### src/rtl/uart_irq_pkg.sv
package uart_irq_pkg;
  localparam int unsigned IER_W = 4;
  localparam int unsigned N_SRC = 5;
  localparam logic [3:0] ID_NONE = 4'h1;

  // source index 0 is highest priority
  typedef enum logic [2:0] {
    SRC_LINE = 3'd0,
    SRC_TOUT = 3'd1,
    SRC_DATA = 3'd2,
    SRC_THRE = 3'd3,
    SRC_MODEM = 3'd4
  } src_e;

  function automatic logic [3:0] src_id(input int unsigned idx);
    case (idx)
      0: src_id = 4'h6;
      1: src_id = 4'hC;
      2: src_id = 4'h4;
      3: src_id = 4'h2;
      default: src_id = 4'h0;
    endcase
  endfunction
endpackage

### src/rtl/uart_irq_err.sv
module uart_irq_err (
  input  logic       clk_i,
  input  logic       rst_ni,
  input  logic       oe_set_i,
  input  logic       bi_set_i,
  input  logic       lsr_rd_i,
  input  logic       pe_i,
  input  logic       fe_i,
  output logic [3:0] err_d_o,
  output logic [3:0] err_o
);
  logic oe_q, bi_q, oe_d, bi_d;

  // new event beats the read-clear
  assign oe_d = oe_set_i | (oe_q & ~lsr_rd_i);
  assign bi_d = bi_set_i | (bi_q & ~lsr_rd_i);

  always_ff @(posedge clk_i or negedge rst_ni) begin
    if (!rst_ni) begin
      oe_q <= 1'b0;
      bi_q <= 1'b0;
    end else begin
      oe_q <= oe_d;
      bi_q <= bi_d;
    end
  end

  assign err_d_o = {bi_d, fe_i, pe_i, oe_d};
  assign err_o   = {bi_q, fe_i, pe_i, oe_q};
endmodule

### src/rtl/uart_irq_thr.sv
module uart_irq_thr (
  input  logic clk_i,
  input  logic rst_ni,
  input  logic set_i,
  input  logic clr_i,
  output logic pend_d_o
);
  logic pend_q;

  assign pend_d_o = set_i | (pend_q & ~clr_i);

  always_ff @(posedge clk_i or negedge rst_ni) begin
    if (!rst_ni) pend_q <= 1'b0;
    else         pend_q <= pend_d_o;
  end
endmodule

### src/rtl/uart_irq_prio.sv
module uart_irq_prio
  import uart_irq_pkg::*;
(
  input  logic [N_SRC-1:0] req_i,
  output logic [3:0]       id_o
);
  always_comb begin
    id_o = ID_NONE;
    // walk from lowest to highest so the highest active wins
    for (int i = N_SRC - 1; i >= 0; i--) begin
      if (req_i[i]) id_o = src_id(i);
    end
  end
endmodule

### src/rtl/uart_irq_arbiter.sv
module uart_irq_arbiter
  import uart_irq_pkg::*;
#(
  parameter int unsigned CNT_W = 5
) (
  input  logic             clk_i,
  input  logic             rst_ni,
  input  logic             ier_we_i,
  input  logic [7:0]       ier_wdata_i,
  output logic [IER_W-1:0] ier_o,
  input  logic             oe_set_i,
  input  logic             bi_set_i,
  input  logic             pe_i,
  input  logic             fe_i,
  input  logic             lsr_rd_i,
  output logic [3:0]       err_o,
  input  logic             data_ready_i,
  input  logic             fifo_en_i,
  input  logic [CNT_W-1:0] rx_count_i,
  input  logic [CNT_W-1:0] trig_level_i,
  input  logic             timeout_i,
  input  logic             thr_empty_i,
  input  logic             thre_set_i,
  input  logic             thr_write_i,
  input  logic [3:0]       msr_delta_i,
  input  logic             iir_rd_i,
  output logic [7:0]       iir_o,
  output logic             irq_o
);
  logic [IER_W-1:0] ier_q, ier_d;
  logic [3:0]       err_d;
  logic             thr_pend_d, thr_set, thr_clr;
  logic             data_avail;
  logic [N_SRC-1:0] req;
  logic [3:0]       id_d, id_q;
  logic             fifo_q, irq_q;

  assign ier_d = ier_we_i ? ier_wdata_i[IER_W-1:0] : ier_q;

  always_ff @(posedge clk_i or negedge rst_ni) begin
    if (!rst_ni) ier_q <= '0;
    else         ier_q <= ier_d;
  end

  uart_irq_err u_err (
    .clk_i    (clk_i),
    .rst_ni   (rst_ni),
    .oe_set_i (oe_set_i),
    .bi_set_i (bi_set_i),
    .lsr_rd_i (lsr_rd_i),
    .pe_i     (pe_i),
    .fe_i     (fe_i),
    .err_d_o  (err_d),
    .err_o    (err_o)
  );

  assign thr_set = thre_set_i | (ier_we_i & thr_empty_i);
  assign thr_clr = thr_write_i | (iir_rd_i && id_q == src_id(SRC_THRE));

  uart_irq_thr u_thr (
    .clk_i    (clk_i),
    .rst_ni   (rst_ni),
    .set_i    (thr_set),
    .clr_i    (thr_clr),
    .pend_d_o (thr_pend_d)
  );

  assign data_avail = data_ready_i & (~fifo_en_i | (rx_count_i >= trig_level_i));

  assign req[SRC_LINE]  = ier_d[2] & (|err_d);
  assign req[SRC_TOUT]  = ier_d[0] & timeout_i;
  assign req[SRC_DATA]  = ier_d[0] & data_avail;
  assign req[SRC_THRE]  = ier_d[1] & thr_pend_d;
  assign req[SRC_MODEM] = ier_d[3] & (|msr_delta_i);

  uart_irq_prio u_prio (
    .req_i (req),
    .id_o  (id_d)
  );

  always_ff @(posedge clk_i or negedge rst_ni) begin
    if (!rst_ni) begin
      id_q   <= ID_NONE;
      fifo_q <= 1'b0;
      irq_q  <= 1'b0;
    end else begin
      id_q   <= id_d;
      fifo_q <= fifo_en_i;
      irq_q  <= (id_d != ID_NONE);
    end
  end

  assign ier_o = ier_q;
  assign iir_o = {fifo_q, fifo_q, 2'b00, id_q};
  assign irq_o = irq_q;
endmodule

### config.mk
export PLATFORM = sky130hd
export DESIGN_NAME = uart_irq_arbiter
export DESIGN_NICKNAME = d
export VERILOG_FILES = /design/src/rtl/uart_irq_pkg.sv /design/src/rtl/uart_irq_err.sv /design/src/rtl/uart_irq_thr.sv /design/src/rtl/uart_irq_prio.sv /design/src/rtl/uart_irq_arbiter.sv
export SDC_FILE = /design/constraint.sdc
export NUM_CORES = 1
export LEC_CHECK = 0
export ABC_CLOCK_PERIOD_IN_PS = 2300
export BUFFER_PORTS_ARGS = -buffer_cell sky130_fd_sc_hd__clkbuf_2
export CAP_MARGIN = 25
export CORE_MARGIN = 1.5
export CORE_UTILIZATION = 35
export CTS_CLUSTER_DIAMETER = 200
export DETAILED_ROUTE_END_ITERATION = 12
export PLACE_DENSITY_LB_ADDON = 0.15
export SETUP_SLACK_MARGIN = 0.5
export SLEW_MARGIN = 20
export SYNTH_ARGS = -nofsm -noshare
export SYNTH_HDL_FRONTEND = slang
export SYNTH_SLANG_ARGS = --single-unit
### constraint.sdc
create_clock -name clk_i -period 2.3 [get_ports clk_i]
set_input_delay 0.46 -clock clk_i [delete_from_list [all_inputs] [get_ports clk_i]]
set_output_delay 0.46 -clock clk_i [all_outputs]
set_load 0.005 [all_outputs]
==> impl_metrics.csv, run 1 <==
group,metric,value,unit
pwr,leakage,0.538,nW
sta,setup_viol,0,
sta,skew,0.00334,ns
detailed_routing,wl_per_cell,9.84,microns
detailed_routing,wirelength,1340,microns
finish,layout.nets,152,
detailed_routing,ant_nets,0,
synth,ys_seq_elements,13,
clock_tree,root_buffer,"clkbuf_4",
floorplanning,start_util,0.368,
pwr,p_per_area,541,nW/um^2
grt,grt_start_max_net_pins,14,
grt,grt_pass1_vias,472,
finish,drive_gt1_frac,0.523,
critical_path,crit_fanout,4,
grt,grt-ovfl-total,0,
critical_path,worstRegToRegCells,4,
sta,grt_setup_unrepaired,"no",
synth,synth_edf_count,0,
grt,grt_pass1_wl,1840,microns
grt,track_usage,0.114,
detailed_routing,dr_wl_met3,89,microns
detailed_routing,wl_met2,678,microns
finish,fin_cells,136,
finish,fill_cells,194,
sta,fmax,644,MHz
sta,worstMarginPinSlew,0.532,ns
critical_path,startpoint_type,"input pin",
detailed_routing,drt_iter0_drc,2,
job,max_cap_viol_count,0,
synth,syn-mean-instance-area,11.0,sq um
floorplanning,io_pins,54,
synth,syn_inst,65,
critical_path,arrival,1.75,ns
placed_design,placedCellCount,132,
critical_path,crit_required,2.49,ns
status,status,"completed",
clock_tree,clockBufferDepth,2,
floorplanning,row_count,16,
floorplanning,core,1940,sq um
sta,finalMaxSlewViolations,0,
synth,synth_async_sr_flop_share,1.00,
clock_tree,cts_sinks,13,
synth,ys_types,29,
clock_tree,clk_pin_slew,0.08,ns
synth,synth_top_area_frac,0.420,
pwr,p_total,517,uW
detailed_routing,wl_met1,571,microns
placed_design,portBuffers,47,
sta,hold_ws,0.0681,ns
clock_tree,cts_buffers,3,
critical_path,r2r_slack,0.83,ns
synth,yosysWarnings,0,
clock_tree,hold_buffers,0,
clock_tree,cts_resized,0,
critical_path,critPathKind,"input pin to flip-flop",
critical_path,end_kind,"flip-flop",
clock_tree,cts_tree,"yes",
grt,antenna_found_initial,0,
synth,syn_area,714,sq um
detailed_routing,via_per_inst,4.38,
synth,synthTopCellsByArea,"dfrtp_1 (42%), ha_1 (8.8%), buf_4 (8.4%)",
pwr,vdd_drop_max,0.409,mV
sta,fin_crit,1.55,ns
clock_tree,clock_latency,0.27,ns
critical_path,r2r_end,"irq_o",
floorplanning,die_y,48.2,microns
synth,seq_area_frac_synth,0.457,
sta,fin_setup_tns,0,ns
min_path,hp-class,"input pin to asynchronous set/reset pin",
floorplanning,chipWidth,48.2,microns
sta,period_share,0.675,
clock_tree,cts_setup_buffers,0,
placed_design,gp_congestion,0.652,
finish,area_delta_synth_final,33.6,%
synth,synthFlopType,"dfrtp_1",
floorplanning,die_area,2320,sq um
detailed_routing,drtPass1Iterations,4,
critical_path,reg2reg_from,"id_q[0]",
sta,maxSlewHeadroom,0.645,
detailed_routing,via_count,595,
clock_tree,h-tree-depth,1,
detailed_routing,highest_layer,"met3",
sta,hold_viol_final,0,
finish,diodes,0,
finish,fin_util,0.492,
placed_design,dp_hpwl,1170,microns
detailed_routing,remaining_drc_errors,0,
synth,synth_top_area_cell,"dfrtp_1",
-- stage by stage --
stage,instance area (sq um),setup slack (ns)
floorplan,718,0.707
global placement,927,0.470
detailed placement,927,0.467
CTS,955,0.723
global route,955,0.609
finish,955,0.748
-- power breakdown --
group / leakage [nW] / switching (mW) / total, mW / internal (mW)
registers: 0.146 / 0.0102 / 0.261 / 0.251
logic: 0.375 / 0.0547 / 0.119 / 0.0642
clock network: 0.0177 / 0.0728 / 0.137 / 0.0643
-- worst max-delay path: stages --
cell	delay (ns)
clkbuf_2	0.07
inv_1	0.03
ha_1	0.28
a21oi_1	0.11
o21ai_1	0.08
a221oi_1	0.48
a2bb2oi_1	0.23
-- logic make-up (layout without fill, tap and decap cells) --
| logic type | after synthesis | after routing | synth area share |
|---|---|---|---|
| AOI/OAI and AO/OA | 15 | 15 | 0.177 |
| adders and majority gates | 5 | 5 | 0.0876 |
| buffers and inverters | 17 | 60 | 0.131 |
| DFF | 13 | 13 | 0.457 |
| muxes | 4 | 4 | 0.0613 |
| other | 1 | 2 | 0.00525 |
| and+or+nand+nor | 10 | 10 | 0.0806 |
-- Yosys cell counts (all sizes together) (2+ instances only) --
master / count
a21o: 2
a21oi: 2
and3: 2
buf: 8
dfrtp: 12
ha: 5
inv: 8
mux2: 3
nand2: 4
o21ai: 3
-- flip-flops by register name, indices dropped and copies added (netlist names) --
signal and cells:
u_err.oe_q 1, irq_o 1, u_err.bi_q 1, fifo_q 1, ier_o 4, id_q 4
u_thr.pend_q 1
-- metal layers --
metal  global-route usage  vias up
li1                     -      306
met1                0.147      260
met2                0.184       29
met3               0.0333        0
met4               0.0324        0
met5                    0        -
-- cell usage in the layout, fill, tap and decap left out, types with 2 or more instances in the layout --
master and count:
inv_1 8, a21oi_1 2, nand2_1 4, a21o_1 2, and3_1 2, conb_1 2
ha_1 5, mux2_2 2, dfrtp_1 12, clkbuf_2 47, clkbuf_4 3
-- cell type report --
class	count	area, sq um	share of cell area
clock buffers	3	22.5	0.0236
clock inverters	1	5.00	0.00524
inverters	9	33.8	0.0354
multi-input cells	36	298	0.312
flip-flops and latches	13	327	0.342
well taps	27	33.8	0.0354
repair buffers	47	235	0.246
-- how the worst max path moves through the flow --
stage                               start      end  slack [ns]  cells past startpoint
after floorplan           trig_level_i[2]    irq_o        0.71                      6
after global placement    trig_level_i[2]  id_q[1]        0.47                      7
after detailed placement  trig_level_i[2]  id_q[1]        0.47                      7
after CTS                   rx_count_i[0]  id_q[1]        0.72                      7
after global routing      trig_level_i[2]    irq_o        0.61                      7
final                     trig_level_i[2]  id_q[1]        0.75                      7
Power figures use the tool's default switching activity.
==> inputs of run 2 (changes only) <==
--- a/config.mk
+++ b/config.mk
@@ -5,7 +5,7 @@
 export SDC_FILE = /design/constraint.sdc
 export NUM_CORES = 1
 export LEC_CHECK = 0
-export ABC_CLOCK_PERIOD_IN_PS = 2300
+export ABC_CLOCK_PERIOD_IN_PS = 1500
 export BUFFER_PORTS_ARGS = -buffer_cell sky130_fd_sc_hd__clkbuf_2
 export CAP_MARGIN = 25
 export CORE_MARGIN = 1.5
==> constraint.sdc (replaced) <==
create_clock -name clk_i -period 1.5 [get_ports clk_i]
set_input_delay 0.3 -clock clk_i [delete_from_list [all_inputs] [get_ports clk_i]]
set_output_delay 0.3 -clock clk_i [all_outputs]
set_load 0.005 [all_outputs]
==> run 2 against run 1 <==
Net effect: sequential share of layout area is 4.9 points lower; count of clock-buffer cells in the layout rose by 1; global-route usage is 2.6 points higher; clock power up 54%; first-iteration DRC count down 50%; largest cell class is now multi-input gates.
==> impl_metrics.csv, run 2 (synthesized netlist as in run 1, its figures left out) <==
group,metric,value,unit
detailed_routing,drtPass1Iterations,3,
pwr,leakage,0.561,nW
grt,grt-ovfl-total,0,
critical_path,startpoint_type,"flip-flop",
floorplanning,start_util,0.368,
pwr,p_total,852,uW
sta,finalMaxSlewViolations,0,
clock_tree,clockBufferDepth,2,
floorplanning,chipWidth,48.2,microns
min_path,min-delay-start,"fifo_en_i",
pwr,p_per_area,764,nW/um^2
finish,fin_util,0.574,
floorplanning,die_area,2320,sq um
critical_path,path_cells,"or3b_1 > o311ai_2 > a21bo_1 > o2111a_1",
grt,track_usage,0.140,
critical_path,arrival,1.70,ns
floorplanning,row_count,16,
critical_path,cp_slowest_stage_delay,0.39,ns
finish,drive_gt1_frac,0.661,
floorplanning,die_y,48.2,microns
finish,final_cell_mix,"clkbuf_2 (37), dfrtp_1 (12), buf_2 (8)",
clock_tree,cts_sinks,13,
grt,grt_pass1_wl,2140,microns
sta,fin_crit,1.49,ns
critical_path,crit_fanout,3,
placed_design,dp_hpwl,1230,microns
critical_path,critPathKind,"flip-flop to flip-flop",
detailed_routing,wirelength,1470,microns
sta,skew,0.00649,ns
placed_design,portBuffers,47,
critical_path,reg2reg_from,"id_q[3]",
critical_path,end_kind,"flip-flop",
detailed_routing,wl_per_cell,10.6,microns
sta,hold_ws,0.155,ns
finish,diodes,0,
clock_tree,clock_latency,0.27,ns
detailed_routing,via_count,639,
detailed_routing,ant_nets,0,
floorplanning,io_pins,54,
job,max_cap_viol_count,0,
status,status,"completed",
finish,layout.nets,155,
clock_tree,clk_pin_slew,0.08,ns
grt,grt_start_max_net_pins,14,
detailed_routing,remaining_drc_errors,0,
placed_design,gp_congestion,0.647,
finish,final_common_cell,"clkbuf_2",
grt,grt_pass1_vias,530,
clock_tree,cts_tree,"yes",
sta,setup_viol,0,
floorplanning,core,1940,sq um
sta,period_share,0.992,
min_path,hp-class,"input pin to flip-flop",
sta,fin_setup_tns,0,ns
pwr,vdd_drop_max,0.615,mV
clock_tree,cts_buffers,3,
critical_path,critPathSlowestCell,"dfrtp_1",
critical_path,cp-startpoint,"id_q[3]",
sta,fmax,672,MHz
clock_tree,root_buffer,"clkbuf_4",
sta,hold_viol_final,0,
finish,fill_cells,181,
clock_tree,h-tree-depth,1,
grt,antenna_found_initial,0,
sta,grt_setup_unrepaired,"yes",
detailed_routing,drt_iter0_drc,1,
detailed_routing,via_per_inst,4.60,
critical_path,crit_required,1.71,ns
finish,area_delta_synth_final,56.0,%
## run 2: power breakdown
part	internal, mW	total [mW]	switching, mW	leakage, nW
sequential	0.384	0.401	0.0170	0.146
clock	0.103	0.211	0.108	0.0150
combinational	0.134	0.240	0.105	0.400
total	0.622	0.852	0.231	0.561
## run 2: layer usage
metal,vias to the layer above,GRT usage,part of all wire
li1,312,-,-
met1,296,0.138,0.35
met2,31,0.261,0.56
met3,0,0.0667,0.087
met4,0,0.0324,0
met5,-,0,0
## run 2: through the flow
step | instance area [sq um] | cells | setup slack, ns
3_5_place_dp | 1010 | 132 | -0.104
2_1_floorplan | 805 | 66 | 0.118
4_1_cts | 1080 | 138 | 0.00881
5_1_grt | 1110 | 139 | -0.0384
6_report | 1110 | 139 | 0.0115
3_3_place_gp | 1010 | 132 | -0.0826
## run 2: what timing repair did
| item | CTS | global route |
|---|---|---|
| pin swaps | 5 | 3 |
| hold buffers | 1 | 0 |
| endpoints found under the setup margin | 19 | 19 |
| gates resized for setup | 4 | 14 |
| setup buffers | 1 | 1 |
| endpoints found under the hold margin | 12 | 0 |
## run 2: layout make-up
cell class,count,area (sq um),share of cell area
Sequential cell,13,327,0.293
Timing Repair Buffer,50,287,0.257
Inverter,9,48.8,0.0438
Tap cell,27,33.8,0.0303
Multi-Input combinational cell,36,393,0.352
Clock buffer,4,26.3,0.0236
## run 2: final timing paths
check,to,slack (ns),cells after the start
worst max-delay path,id_q[0],0.01,4
worst max register to register,id_q[0],0.01,4
worst min-delay path,fifo_q,0.15,1
max in group asynchronous,id_q[0],0.75,2
min in group asynchronous,id_q[3],0.46,2
worst min register to register,ier_o[1],0.51,1
## run 2: worst max-delay path, delay by kind of cell, from the launching register on
family,cells,cell delay [ns]
compound gates,3,0.66
flops,1,0.39
simple gates,1,0.37
